## config.mk

```make
export PLATFORM = sky130hd
export DESIGN_NAME = sd_cmd_seq
export DESIGN_NICKNAME = d
export VERILOG_FILES = /design/src/rtl/sd_cmd_pkg.sv /design/src/rtl/sd_cmd_decode.sv /design/src/rtl/sd_rsp_pack.sv /design/src/rtl/sd_cmd_seq.sv
export SDC_FILE = /design/constraint.sdc
export NUM_CORES = 1
export LEC_CHECK = 0
export CORE_AREA = 2 2 173 175
export CTS_CLUSTER_DIAMETER = 80
export DETAILED_ROUTE_END_ITERATION = 7
export DIE_AREA = 0 0 175 177
export PLACE_DENSITY = 0.66
export SYNTH_ARGS = -nofsm -noshare
export SYNTH_HDL_FRONTEND = slang
export SYNTH_SLANG_ARGS = --single-unit
export TNS_END_PERCENT = 20
```

## constraint.sdc

```tcl
create_clock -name clk -period 2.6 [get_ports clk]
set_input_delay 0.52 -clock clk [delete_from_list [all_inputs] [get_ports clk]]
set_output_delay 0.52 -clock clk [all_outputs]
set_load 0.02 [all_outputs]
```

## src/rtl/sd_cmd_pkg.sv

```systemverilog
package sd_cmd_pkg;
   // command word bit positions
   localparam int START_BIT    = 31;
   localparam int CLKCHG_BIT   = 21;
   localparam int AUTOSTOP_BIT = 12;
   localparam int RSP_LONG_BIT = 7;
   localparam int RSP_EXP_BIT  = 6;

   typedef enum logic [1:0] {
      ST_IDLE  = 2'd0,
      ST_REQ   = 2'd1,
      ST_RSP   = 2'd2,
      ST_XWAIT = 2'd3
   } seq_state_t;

   typedef struct packed {
      logic start;
      logic clk_only;
      logic auto_stop;
      logic rsp_long;
      logic rsp_exp;
   } cmd_flags_t;
endpackage

```

## src/rtl/sd_cmd_decode.sv

```systemverilog
module sd_cmd_decode
   import sd_cmd_pkg::*;
#(
   parameter int W     = 32,
   parameter int IDX_W = 6
) (
   input  logic [W-1:0]     word,
   output cmd_flags_t       flags,
   output logic [IDX_W-1:0] idx
);
   if (W <= START_BIT) begin : g_bad_w
      $error("command word too narrow for start bit");
   end
   if (IDX_W >= RSP_EXP_BIT + 1) begin : g_bad_idx
      $error("index field overlaps response flags");
   end

   always_comb begin
      flags.start     = word[START_BIT];
      flags.clk_only  = word[CLKCHG_BIT];
      flags.auto_stop = word[AUTOSTOP_BIT];
      flags.rsp_long  = word[RSP_LONG_BIT];
      flags.rsp_exp   = word[RSP_EXP_BIT];
      idx             = word[IDX_W-1:0];
   end
endmodule

```

## src/rtl/sd_rsp_pack.sv

```systemverilog
module sd_rsp_pack #(
   parameter int W      = 32,
   parameter int NWORDS = 4,
   parameter int LEN_W  = 5
) (
   input  logic                rsp_exp,
   input  logic                rsp_long,
   input  logic [LEN_W-1:0]    rsp_len,
   input  logic [W*NWORDS-1:0] rsp_data,
   input  logic [W*NWORDS-1:0] cur_resp,
   output logic                ok,
   output logic [W*NWORDS-1:0] nxt_resp
);
   localparam int SHORT_BYTES = W / 8;
   localparam int LONG_BYTES  = W * NWORDS / 8;
   localparam logic [LEN_W-1:0] LEN_SHORT = LEN_W'(SHORT_BYTES);
   localparam logic [LEN_W-1:0] LEN_LONG  = LEN_W'(LONG_BYTES);

   if (LONG_BYTES >= (1 << LEN_W)) begin : g_bad_len
      $error("length code too narrow for long response");
   end

   logic [W*NWORDS-1:0] short_img;
   logic [W*NWORDS-1:0] long_img;

   for (genvar k = 0; k < NWORDS; k++) begin : g_word
      // long: word k takes arrival slot k (first arrival is the top slot)
      assign long_img[W*k +: W] = rsp_data[W*k +: W];
      if (k == 0) begin : g_first
         assign short_img[W*k +: W] = rsp_data[W*(NWORDS-1) +: W];
      end else begin : g_rest
         assign short_img[W*k +: W] = '0;
      end
   end

   always_comb begin
      if (!rsp_exp)     ok = 1'b1;
      else if (rsp_long) ok = (rsp_len == LEN_LONG);
      else               ok = (rsp_len == LEN_SHORT);
      if (rsp_exp && ok) nxt_resp = rsp_long ? long_img : short_img;
      else               nxt_resp = cur_resp;
   end
endmodule

```

## src/rtl/sd_cmd_seq.sv

```systemverilog
module sd_cmd_seq
   import sd_cmd_pkg::*;
#(
   parameter int W         = 32,
   parameter int IDX_W     = 6,
   parameter int RSP_WORDS = 4,
   parameter int LEN_W     = 5,
   parameter int STOP_IDX  = 12
) (
   input  logic                   clk,
   input  logic                   rst_n,
   input  logic                   cmd_wr,
   input  logic [W-1:0]           cmd_wdata,
   input  logic                   arg_wr,
   input  logic [W-1:0]           arg_wdata,
   input  logic                   xfer_zero,
   output logic                   req_valid,
   input  logic                   req_ready,
   output logic [IDX_W-1:0]       req_idx,
   output logic [W-1:0]           req_arg,
   input  logic                   rsp_valid,
   input  logic [LEN_W-1:0]       rsp_len,
   input  logic [W*RSP_WORDS-1:0] rsp_data,
   output logic [W-1:0]           cmd_reg,
   output logic [W-1:0]           arg_reg,
   output logic [W*RSP_WORDS-1:0] resp_flat,
   output logic                   busy,
   output logic                   cmd_done,
   output logic                   no_rsp,
   output logic                   autocmd_done
);
   localparam int RW = W * RSP_WORDS;
   localparam logic [W-1:0] START_MASK = W'(1) << START_BIT;
   localparam logic [IDX_W-1:0] STOP_CODE = IDX_W'(STOP_IDX);

   if (STOP_IDX >= (1 << IDX_W)) begin : g_bad_stop
      $error("stop index does not fit the index field");
   end

   seq_state_t        state;
   logic              in_stop;
   cmd_flags_t        f;
   logic [IDX_W-1:0]  idx;
   logic              pk_ok;
   logic [RW-1:0]     pk_resp;
   logic              finish, fin_ok, load_go;

   sd_cmd_decode #(.W(W), .IDX_W(IDX_W)) u_dec (
      .word (cmd_reg),
      .flags(f),
      .idx  (idx)
   );

   sd_rsp_pack #(.W(W), .NWORDS(RSP_WORDS), .LEN_W(LEN_W)) u_pack (
      .rsp_exp (f.rsp_exp),
      .rsp_long(f.rsp_long),
      .rsp_len (rsp_len),
      .rsp_data(rsp_data),
      .cur_resp(resp_flat),
      .ok      (pk_ok),
      .nxt_resp(pk_resp)
   );

   // the stop command is substituted on the bus only; software registers stay put
   assign req_valid = (state == ST_REQ) && !f.clk_only;
   assign req_idx   = in_stop ? STOP_CODE : idx;
   assign req_arg   = in_stop ? '0 : arg_reg;
   assign busy      = (state != ST_IDLE);

   always_comb begin
      load_go = (state == ST_IDLE) && cmd_wr && cmd_wdata[START_BIT];
      finish  = ((state == ST_REQ) && f.clk_only) ||
                ((state == ST_RSP) && rsp_valid);
      fin_ok  = (state == ST_REQ) ? 1'b1 : pk_ok;
   end

   always_ff @(posedge clk or negedge rst_n) begin
      if (!rst_n) begin
         state        <= ST_IDLE;
         in_stop      <= 1'b0;
         cmd_reg      <= '0;
         arg_reg      <= '0;
         resp_flat    <= '0;
         cmd_done     <= 1'b0;
         no_rsp       <= 1'b0;
         autocmd_done <= 1'b0;
      end else begin
         cmd_done     <= 1'b0;
         no_rsp       <= 1'b0;
         autocmd_done <= 1'b0;
         case (state)
            ST_IDLE: begin
               if (cmd_wr) cmd_reg <= cmd_wdata & ~START_MASK;
               if (arg_wr) arg_reg <= arg_wdata;
               if (load_go) state <= ST_REQ;
            end
            ST_REQ: begin
               if (!f.clk_only && req_ready) state <= ST_RSP;
            end
            ST_RSP: begin
               if (rsp_valid) resp_flat <= pk_resp;
            end
            ST_XWAIT: begin
               if (xfer_zero) begin
                  in_stop <= 1'b1;
                  state   <= ST_REQ;
               end
            end
            default: state <= ST_IDLE;
         endcase
         if (finish) begin
            cmd_done <= fin_ok;
            no_rsp   <= !fin_ok;
            if (in_stop) begin
               autocmd_done <= 1'b1;
               in_stop      <= 1'b0;
               state        <= ST_IDLE;
            end else if (f.auto_stop) begin
               state <= ST_XWAIT;
            end else begin
               state <= ST_IDLE;
            end
         end
      end
   end
endmodule

```

==> impl_metrics.py <==
metrics = {
    "pwr": {
        "p_sw_mw": 4.89,
        "p_leak_nw": 5.91,
        "swShare_pct": 37.9,
        "cellPowerDensity_nw_per_um2": 927,
        "p_comb_share_pct": 47.2,
        "intPower_mw": 8.01,
        "power.clock.fraction_pct": 20.1,
        "max-vdd-ir-drop_mv": 0.577,
        "seqPwrFrac_pct": 32.7,
    },
    "global_route": {
        "met2_usage_pct": 30.6,
        "antenna_found_initial": 0,
        "grt_use_met1_pct": 19.6,
        "grt_pass1_vias": 7160,
        "grt_overflow_total": 0,
        "grt_use_total_pct": 17.5,
        "grt_start_max_net_pins": 130,
        "grt_first_pass_wirelength_um": 41500,
        "busiest_layer": "met2",
        "met3_usage_pct": 6.74,
    },
    "logic_synthesis": {
        "muxShareOfSynthArea_pct": 12.3,
        "syn_inst": 778,
        "yosysTopAreaCell": "dfrtp_1",
        "yosysUniqueCellTypes": 32,
        "synthArstFlopShare_pct": 100,
        "synthSimpleGateAreaFrac_pct": 14.9,
        "synth_top_area_share_pct": 57.6,
        "yosys_warnings": 0,
        "ys_ff_latch": 197,
        "synth_top_family_by_area": "simple AND/OR/NAND/NOR gates",
        "synth_xor_area_share_pct": 0,
        "synthTopCellsByArea": "dfrtp_1 (58%), mux2_2 (8.4%), nand2_1 (8.3%), o21ai_0 (5.4%), o21ai_2 (4.1%)",
        "synth_compound_area_share_pct": 10.3,
        "synth_edf_count": 0,
        "synth_area_per_cell_um2": 11.0,
        "synth_nets": 986,
        "yosysSeqAreaShare_pct": 57.6,
        "synth-main-ff-cell": "dfrtp_1",
        "syn_area_um2": 8560,
        "synthAdderAreaFrac_pct": 0.585,
    },
    "sta": {
        "rsz0062_at_grt": "false",
        "setup_viol": 0,
        "fmax_mhz": 411,
        "slew_headroom_pct": 45.8,
        "worst_clock_skew_ns": 0.00926,
        "worst_slew_pin_slew_ns": 0.813,
        "fin_crit_sh_pct": 93.6,
        "period_needed_ns": 2.43,
        "hold_viol_final": 0,
        "tns_ns": 0,
        "maxSlewViolCount": 0,
    },
    "setup_path": {
        "path_max_fanout": 39,
        "critical_path_class": "reg2out",
        "r2r_setup_slack_ns": 0.57,
        "cp-endpoint": "req_arg[25]",
        "worstReg2RegEnd": "state[0]",
        "cp-start-kind": "flip-flop",
        "end_kind": "output port",
        "startpoint": "in_stop",
        "r2r_cells": 7,
        "critPathArrivalTime_ns": 1.91,
        "worstReg2RegStart": "state[0]",
        "required_ns": 2.08,
    },
    "detailed_routing": {
        "antenna_left": 0,
        "avgViaCountPerCell": 4.39,
        "drc": 0,
        "drt_pass1_iterations": 4,
        "routed_wl_um": 27500,
        "wire_per_inst_um": 17.2,
        "first_iter_violations": 345,
        "num_vias": 7017,
    },
    "clocking": {
        "clock_sinks": 197,
        "cts_buffer_depth": 2,
        "cts_tree": "built",
        "clk_latency_ns": 0.43,
        "ctsHoldBuffers": 0,
        "cts_made_buffers": 17,
        "cts_max_level": 4,
        "cts-root-buf": "clkbuf_16",
        "path_clk_slew_ns": 0.08,
    },
    "placed_design": {
        "dp_hpwl_um": 20600,
        "place_congestion": 0.791,
        "portBuffers": 437,
    },
    "die": {
        "die-area_um2": 31000,
        "core_um2": 29200,
        "start_util_pct": 29.3,
        "io_pins": 439,
        "fp.dieH_um": 177,
        "rows": 63,
        "die_x_um": 175,
    },
    "run_status": {
        "status": "completed",
    },
    "cells_and_area": {
        "layout.nets": 1404,
        "layout_common_cells": "clkdlybuf4s50_1 (431), dfrtp_1 (196), nand2_1 (189)",
        "largest_reg_flops": 128,
        "final_common_cell": "clkdlybuf4s50_1",
        "postLayoutCoreUtil_pct": 47.5,
        "layout-drive-gt1-share_pct": 17.0,
        "syn2layout_area_growth_pct": 62.5,
        "n_antenna_cell": 0,
    },
    "hold_path": {
        "min_path_type": "in2async",
    },
    "run": {
        "max_cap_viol_count": 0,
    },
}
==> logic make-up after synthesis <==
family / after synthesis
buffers and inverters: 62
AND/OR/NAND/NOR: 277
AO/OA/AOI/OAI: 140
flip-flops: 197
multiplexers: 97
adder cells (fa/ha/maj): 4
other: 1
==> Yosys cell counts, types with 2 or more instances <==
library cell	count
dfrtp_1	197
nand2_1	189
o21ai_0	92
mux2_2	64
nand2_2	40
o21ai_2	40
nor2b_1	38
mux2i_1	33
clkbuf_1	25
buf_2	13
buf_12	5
inv_1	5
buf_1	4
buf_4	4
clkbuf_2	4
ha_1	4
a21oi_1	2
and2_1	2
buf_6	2
o22ai_1	2
or2_2	2
==> repair_timing <==
| action | 4_1_cts | 5_1_grt |
|---|---|---|
| gates resized for setup | 1 | 0 |
| setup endpoints to repair | 1 | 0 |
| buffers inserted | 0 | 0 |
==> area by class of cell <==
type                       count  area, um2
clock buffer                  18        439
clock inverter                14        115
fill                        2700      15300
inverter                       5       18.8
multi-input combinational    519       3260
sequential                   197       4930
tap                          390        488
timing repair buffer         456       4650
==> metrics by stage <==
stage / hold WS, ns / setup slack (ns) / total power [mW] / instance area, um2 / instances
final: 0.0367 / 0.167 / 12.9 / 13900 / 1599
after global routing: 0.0463 / 0.0868 / 13.6 / 13900 / 1599
after CTS: 0.0385 / 0.121 / 13.1 / 13900 / 1599
after detailed placement: 0.469 / 0.235 / 10.5 / 13400 / 1567
after global placement: 0.460 / 0.296 / 10.4 / 13400 / 1567
after floorplan: 0.224 / 0.719 / 7.35 / 8560 / 778
==> worst max-delay path, cell delays in order (launching register included) <==
cell             delay [ns]
dfrtp_1                0.43
buf_12                 0.19
nor2b_1                0.13
clkdlybuf4s50_1        0.73
==> power groups by stage <==
stage | registers [mW] | clock network (mW) | logic [mW]
after floorplan | 4.93 | 0 | 2.42
after CTS | 4.24 | 2.67 | 6.18
final | 4.22 | 2.59 | 6.08
after global placement | 4.27 | 0 | 6.14
after global routing | 4.33 | 2.80 | 6.47
after detailed placement | 4.29 | 0 | 6.17
==> metal layers <==
layer	wire length, um	share of wire (%)	vias to the layer above
met1	10600	38	3306
li1	-	-	3406
met3	2470	9.0	23
met2	13800	50	282
met5	0	0	-
met4	633	2.3	0
==> how the worst min path moves through the flow <==
stage | endpoint | slack (ns) | cells after the start
6_report | resp_flat[109] | 0.04 | 1
5_1_grt | resp_flat[21] | 0.05 | 1
4_1_cts | resp_flat[112] | 0.04 | 1
3_5_place_dp | resp_flat[68] | 0.47 | 2
3_3_place_gp | resp_flat[125] | 0.46 | 2
2_1_floorplan | arg_reg[0] | 0.22 | 0
(Power assumes the default switching activity.)
